--- src/rtl/fx_pkg.sv ---
package fx_pkg;
  localparam int BYTE_W = 8;
  localparam int ACC_W  = 2 * BYTE_W;
  localparam int NUM_PH = 5;
  localparam int PH_W   = 3;

  localparam logic [BYTE_W-1:0] OPC_LDI  = 8'hB8;
  localparam logic [BYTE_W-1:0] OPC_ADDM = 8'h01;
  localparam logic [BYTE_W-1:0] OPC_IND  = 8'h03;

  localparam logic [PH_W-1:0] PH_FETCH = 3'd0;
  localparam logic [PH_W-1:0] PH_ARG1  = 3'd1;
  localparam logic [PH_W-1:0] PH_ARG2  = 3'd2;
  localparam logic [PH_W-1:0] PH_EXEC  = 3'd3;
  localparam logic [PH_W-1:0] PH_STORE = 3'd4;

  typedef enum logic [1:0] {
    K_NOP  = 2'd0,
    K_LDI  = 2'd1,
    K_ADDM = 2'd2,
    K_IND  = 2'd3
  } kind_e;

  function automatic kind_e kind_of(input logic [BYTE_W-1:0] op);
    case (op)
      OPC_LDI:  return K_LDI;
      OPC_ADDM: return K_ADDM;
      OPC_IND:  return K_IND;
      default:  return K_NOP;
    endcase
  endfunction

  function automatic logic [1:0] len_of(input kind_e k);
    case (k)
      K_LDI, K_ADDM: return 2'd3;
      K_IND:         return 2'd2;
      default:       return 2'd1;
    endcase
  endfunction

  function automatic logic [ACC_W-1:0] acc_add(input logic [ACC_W-1:0] a,
                                               input logic [BYTE_W-1:0] b);
    return a + {{(ACC_W-BYTE_W){1'b0}}, b};
  endfunction

  function automatic logic [ACC_W-1:0] imm_join(input logic [BYTE_W-1:0] lo,
                                                input logic [BYTE_W-1:0] hi);
    return {hi, lo};
  endfunction
endpackage

--- src/rtl/fx_phase_ctr.sv ---
module fx_phase_ctr
  import fx_pkg::*;
(
  input  logic            clk,
  input  logic            rst_n,
  output logic [PH_W-1:0] phase,
  output logic            last_phase
);
  localparam logic [PH_W-1:0] PH_LAST = PH_W'(NUM_PH - 1);

  logic [PH_W-1:0] phase_q;

  assign last_phase = (phase_q == PH_LAST);
  assign phase      = phase_q;

  always_ff @(posedge clk) begin
    if (!rst_n)          phase_q <= '0;
    else if (last_phase) phase_q <= '0;
    else                 phase_q <= phase_q + 1'b1;
  end

  assert_phase_range_R2: assert property (@(posedge clk) disable iff (!rst_n)
    phase_q <= PH_LAST);
  assert_phase_wrap_R2: assert property (@(posedge clk) disable iff (!rst_n)
    (phase_q == PH_LAST) |=> (phase_q == '0));
  assert_phase_step_R2: assert property (@(posedge clk) disable iff (!rst_n)
    (phase_q != PH_LAST) |=> (phase_q == PH_W'($past(phase_q) + 3'd1)));
endmodule

--- src/rtl/fx_decode.sv ---
module fx_decode
  import fx_pkg::*;
(
  input  logic [BYTE_W-1:0] opcode,
  output kind_e             kind,
  output logic [1:0]        length
);
  always_comb begin
    kind   = kind_of(opcode);
    length = len_of(kind);
  end
endmodule

--- src/rtl/fx_bus_drive.sv ---
module fx_bus_drive
  import fx_pkg::*;
#(
  parameter int ADDR_W = 8
) (
  input  logic [PH_W-1:0]   phase,
  input  kind_e             kind,
  input  logic [ADDR_W-1:0] ip,
  input  logic [ADDR_W-1:0] mar,
  input  logic [BYTE_W-1:0] arg_lo,
  input  logic [BYTE_W-1:0] arg_hi,
  input  logic [BYTE_W-1:0] acc_lo,
  output logic [ADDR_W-1:0] addr,
  output logic [BYTE_W-1:0] wdata,
  output logic              rw,
  output logic              act
);
  function automatic logic [ADDR_W-1:0] widen(input logic [BYTE_W-1:0] b);
    return ADDR_W'(b);
  endfunction

  logic has_args;
  logic has_mem_op;

  assign has_args   = (kind != K_NOP);
  assign has_mem_op = (kind == K_ADDM) || (kind == K_IND);
  assign wdata      = acc_lo;

  always_comb begin
    addr = ip;
    rw   = 1'b1;
    act  = 1'b0;
    case (phase)
      PH_FETCH: begin
        act  = 1'b1;
        addr = ip;
      end
      PH_ARG1: begin
        act  = has_args;
        addr = ip + ADDR_W'(1);
      end
      PH_ARG2: begin
        act  = has_args;
        addr = (kind == K_IND) ? widen(arg_lo) : ip + ADDR_W'(2);
      end
      PH_EXEC: begin
        act  = has_mem_op;
        addr = has_mem_op ? mar : ip;
      end
      PH_STORE: begin
        act  = has_mem_op;
        rw   = !has_mem_op;
        addr = (kind == K_ADDM) ? widen(arg_hi) : (kind == K_IND) ? mar : ip;
      end
      default: begin
        act  = 1'b0;
        addr = ip;
      end
    endcase
  end
endmodule

--- src/rtl/fx_sequencer.sv ---
module fx_sequencer
  import fx_pkg::*;
#(
  parameter int ADDR_W = 8
) (
  input  logic              clk,
  input  logic              rst_n,
  input  logic [7:0]        bus_rdata,
  output logic [ADDR_W-1:0] bus_addr,
  output logic [7:0]        bus_wdata,
  output logic              bus_rw,
  output logic              bus_act,
  output logic [15:0]       acc_o,
  output logic [2:0]        phase_o
);
  logic [PH_W-1:0]   phase;
  logic              last_phase;
  logic [ADDR_W-1:0] ip_q;
  logic [ADDR_W-1:0] mar_q;
  logic [BYTE_W-1:0] ir_q;
  logic [BYTE_W-1:0] arg_lo_q;
  logic [BYTE_W-1:0] arg_hi_q;
  logic [ACC_W-1:0]  acc_q;
  kind_e             kind;
  logic [1:0]        length;

  // named events for the assertions
  logic fetch_cycle;
  logic store_cycle;
  logic write_event;

  fx_phase_ctr u_phase (
    .clk        (clk),
    .rst_n      (rst_n),
    .phase      (phase),
    .last_phase (last_phase)
  );

  fx_decode u_decode (
    .opcode (ir_q),
    .kind   (kind),
    .length (length)
  );

  fx_bus_drive #(.ADDR_W(ADDR_W)) u_bus (
    .phase  (phase),
    .kind   (kind),
    .ip     (ip_q),
    .mar    (mar_q),
    .arg_lo (arg_lo_q),
    .arg_hi (arg_hi_q),
    .acc_lo (acc_q[BYTE_W-1:0]),
    .addr   (bus_addr),
    .wdata  (bus_wdata),
    .rw     (bus_rw),
    .act    (bus_act)
  );

  assign fetch_cycle = (phase == PH_FETCH);
  assign store_cycle = last_phase;
  assign write_event = bus_act && !bus_rw;
  assign acc_o       = acc_q;
  assign phase_o     = phase;

  always_ff @(posedge clk) begin
    if (!rst_n) begin
      ip_q     <= '0;
      mar_q    <= '0;
      ir_q     <= '0;
      arg_lo_q <= '0;
      arg_hi_q <= '0;
      acc_q    <= '0;
    end else begin
      case (phase)
        PH_FETCH: ir_q <= bus_rdata;
        PH_ARG1: begin
          if (kind == K_ADDM)                     mar_q    <= ADDR_W'(bus_rdata);
          else if (kind == K_LDI || kind == K_IND) arg_lo_q <= bus_rdata;
        end
        PH_ARG2: begin
          if (kind == K_IND)                        mar_q    <= ADDR_W'(bus_rdata);
          else if (kind == K_LDI || kind == K_ADDM) arg_hi_q <= bus_rdata;
        end
        PH_EXEC: begin
          if (kind == K_LDI)                        acc_q <= imm_join(arg_lo_q, arg_hi_q);
          else if (kind == K_ADDM || kind == K_IND) acc_q <= acc_add(acc_q, bus_rdata);
        end
        PH_STORE: ip_q <= ip_q + ADDR_W'(length);
        default: ;
      endcase
    end
  end

  assert_reset_state_R1: assert property (@(posedge clk)
    !rst_n |=> (ip_q == '0 && phase == PH_FETCH && acc_q == '0));
  assert_fetch_reads_ip_R3: assert property (@(posedge clk) disable iff (!rst_n)
    fetch_cycle |-> (bus_act && bus_rw && bus_addr == ip_q));
  assert_opcode_held_R3: assert property (@(posedge clk) disable iff (!rst_n)
    !fetch_cycle |=> $stable(ir_q));
  assert_ip_held_R7: assert property (@(posedge clk) disable iff (!rst_n)
    !store_cycle |=> $stable(ip_q));
  assert_acc_only_exec_R8: assert property (@(posedge clk) disable iff (!rst_n)
    (phase != PH_EXEC) |=> $stable(acc_q));
  assert_write_in_store_R9: assert property (@(posedge clk) disable iff (!rst_n)
    write_event |-> store_cycle);
endmodule

--- config.mk ---
export PLATFORM = sky130hd
export DESIGN_NAME = fx_sequencer
export DESIGN_NICKNAME = d
export VERILOG_FILES = /design/src/rtl/fx_pkg.sv /design/src/rtl/fx_phase_ctr.sv /design/src/rtl/fx_decode.sv /design/src/rtl/fx_bus_drive.sv /design/src/rtl/fx_sequencer.sv
export SDC_FILE = /design/constraint.sdc
export NUM_CORES = 1
export LEC_CHECK = 0
export ABC_CLOCK_PERIOD_IN_PS = 5000
export CAP_MARGIN = 40
export CORE_MARGIN = 10
export CORE_UTILIZATION = 40
export CTS_CLUSTER_SIZE = 20
export DETAILED_ROUTE_END_ITERATION = 16
export MAX_ROUTING_LAYER = met4
export PLACE_DENSITY = 0.56
export SLEW_MARGIN = 20
export SYNTH_ARGS = -nofsm -noshare
export SYNTH_HDL_FRONTEND = slang
export SYNTH_SLANG_ARGS = --single-unit
--- constraint.sdc ---
create_clock -name clk -period 5 [get_ports clk]
set_input_delay 0.5 -clock clk [delete_from_list [all_inputs] [get_ports clk]]
set_output_delay 0.5 -clock clk [all_outputs]
set_load 0.005 [all_outputs]
==> results.sh <==
export IMPL_status="finished clean"
export IMPL_synth_top_cell_area_share=0.296
export IMPL_synth_area_per_cell_um2=8.11
export IMPL_start_util=0.410
export IMPL_ys_warnings_count=0
export IMPL_synth_area_um2=3990
export IMPL_power_density_nw_per_um2=272
export IMPL_ys_async_sr_fraction=0
export IMPL_path_cells="or4b_1 > nor3_2 > or2_2 > inv_1 > ha_1 > nor2_2 > mux2_2 > a221oi_1 > o21ai_0 > clkdlybuf4s50_1"
export IMPL_regToRegSetupSlack_ns=1.92
export IMPL_cap_violations=0
export IMPL_yosysUniqueCellTypes=71
export IMPL_globalplace_congestion=0.862
export IMPL_leakage_nw=1.82
export IMPL_yosys_most_used_dff="dfxtp_1"
export IMPL_grt_overflow=0
export IMPL_max_freq_mhz=243
export IMPL_drtIter0Drc=225
export IMPL_wl_per_cell_um=17.9
export IMPL_grt_pass1_vias=3688
export IMPL_cp_slowest_cell="or4b_1"
export IMPL_ios=47
export IMPL_relSlewSlack=0.564
export IMPL_grt_max_degree=42
export IMPL_tns_ns=0
export IMPL_h_tree_depth=3
export IMPL_portBuffers=46
export IMPL_netlist_instances=492
export IMPL_clock_sinks=59
export IMPL_hold_ws_ns=0.475
export IMPL_die_h_um=120
export IMPL_core_area_um2=9730
export IMPL_period_minus_slack_ns=4.12
export IMPL_wirelength_um=11700
export IMPL_cts_tree="yes"
export IMPL_clock_latency_ns=0.35
export IMPL_grt_pass1_wl_um=19400
export IMPL_synth_common_cells="64 x nand2_1, 59 x dfxtp_1, 35 x o21ai_0"
export IMPL_endpoint_kind="primary output"
export IMPL_cts_setup_buffers=0
export IMPL_cts_root_buf="clkbuf_8"
export IMPL_rows=36
export IMPL_grt_antenna_before_repair=0
export IMPL_nets=551
export IMPL_track_usage=0.170
export IMPL_grt_setup_unrepaired="false"
export IMPL_n_fill_cell=1011
export IMPL_fin_crit_sh=0.823
export IMPL_syn2layout_area_growth_pct=18.5
export IMPL_critPathMaxStageDelay_ns=0.53
export IMPL_clk_transition_reported_paths_ns=0.07
export IMPL_critPathLaunchType="flop"
export IMPL_worst_ir_drop_vdd_mv=0.117
export IMPL_synth_top_area_cell="dfxtp_1"
export IMPL_n_antenna_cell=0
export IMPL_numCtsBuffers=9
export IMPL_drc_errors=0
export IMPL_required_ns=4.50
export IMPL_timing_final_hold_violations=0
export IMPL_crit_type="flop to primary output"
export IMPL_synth_seq_cells=59
export IMPL_holdCritPathClass="flop to flop"
export IMPL_die_width_um=120
export IMPL_cts_path_max_buffers=2
export IMPL_synth_edf_count=0
export IMPL_dp_hpwl_um=8540
export IMPL_setup_violations=0
export IMPL_tightest_slew_ns=0.654
export IMPL_vias=3670
export IMPL_syn_nets=525
export IMPL_drive_gt1_frac=0.0669
export IMPL_dr_pass1_iters=5
export IMPL_die_area_um2=14400
export IMPL_ys_top_cells_by_area="dfxtp_1 30%, ha_1 6.6%, mux2i_1 6.0%, nand2_1 6.0%, o21ai_0 4.4%"
export IMPL_worstPathArrival_ns=3.62
export IMPL_vias_per_cell=5.59
export IMPL_final_max_slew_violation_count=0
export IMPL_skew_ns=0.0142
export IMPL_cts_resized=0
export IMPL_yosys_cell_count_top_type="nand2_1"
export IMPL_antenna_left=0
export IMPL_cts_hold_fix_buffers=0
export IMPL_synth_seq_area_share=0.296
export IMPL_path_max_fanout=15
==> state kept, by name, summed over array words and instances, names as in the netlist <==
| register | count |
|---|---|
| acc_o | 16 |
| arg_hi_q | 8 |
| arg_lo_q | 8 |
| ip_q | 8 |
| ir_q | 8 |
| mar_q | 8 |
| u_phase.phase | 3 |
==> logic make-up after synthesis <==
kind of cell,after synthesis,share of synthesized area
buf+inv,52,0.0605
mux,26,0.0658
fa+ha+maj,23,0.0759
xor+xnor,10,0.0219
flops,59,0.296
simple gates,177,0.222
compound gates,145,0.258
==> where the power goes <==
part           internal [mW]  total, mW  switching (mW)
clock                  0.346      0.557           0.211
combinational         0.0938      0.220           0.126
sequential             0.491      0.512          0.0214
total                  0.930       1.29           0.358
==> final cells by class <==
class | count | area [µm²] | area share
timing repair buffer | 50 | 498 | 0.105
clock buffer | 10 | 138 | 0.0291
clock inverter | 6 | 113 | 0.0238
inverter | 17 | 63.8 | 0.0135
tap | 133 | 166 | 0.0352
multi-input combinational | 381 | 2570 | 0.543
sequential | 59 | 1180 | 0.250
==> path summary, 6_finish.rpt <==
| path | from | endpoint | depth (start not counted) |
|---|---|---|---|
| min reg2reg | ir_q[0]$_SDFFE_PN0P_ | ir_q[0]$_SDFFE_PN0P_ | 2 |
| min | ir_q[0]$_SDFFE_PN0P_ | ir_q[0]$_SDFFE_PN0P_ | 2 |
| max | ir_q[0]$_SDFFE_PN0P_ | bus_addr[2] | 10 |
| max reg2reg | ir_q[0]$_SDFFE_PN0P_ | ip_q[6]$_SDFFE_PN0P_ | 12 |
==> placed cells by master, fill, tap and decap left out, drive strengths merged, types with 4 or more instances in the layout <==
cell	Yosys	final
nand2	64	64
dfxtp	59	59
clkdlybuf4s50	0	45
o21ai	38	38
nor2	25	25
mux2i	24	24
nor2b	22	22
a21oi	22	22
ha	21	21
a21boi	18	18
nand3	17	17
inv	16	16
nor3	11	11
clkbuf	20	10
and2	9	9
and3	8	8
a221oi	6	6
o211ai	6	6
xnor2	5	5
o21a	5	5
xor2	5	5
a211oi	5	5
buf	15	5
a31oi	4	4
or3	4	4
a211o	4	4
o211a	4	4
clkinv	1	4
==> metal layers <==
metal	global-route usage	routed length (µm)
met3	0.0356	377
met5	-	0
met4	0.0452	174
met1	0.221	5830
met2	0.261	5340
==> critical path, delay by kind of cell, from the launching register on <==
kind	cells	cell delay (ns)
and+or+nand+nor	4	1.26
buffers and inverters	2	0.54
AOI/OAI and AO/OA	2	0.40
muxes	1	0.38
adders and majority gates	1	0.36
DFF	1	0.32
==> per-stage QoR <==
step / util / total power [mW] / area [µm²] / setup WS (ns) / instances
global placement: 0.458 / 0.739 / 4460 / 1.32 / 639
finish: 0.486 / 1.29 / 4730 / 0.883 / 656
CTS: 0.486 / 1.30 / 4730 / 0.878 / 656
global route: 0.486 / 1.36 / 4730 / 0.682 / 656
floorplan: - / 0.665 / 3990 / 2.10 / 492
detailed placement: 0.460 / 0.743 / 4480 / 1.27 / 640
(Power assumes the default switching activity.)
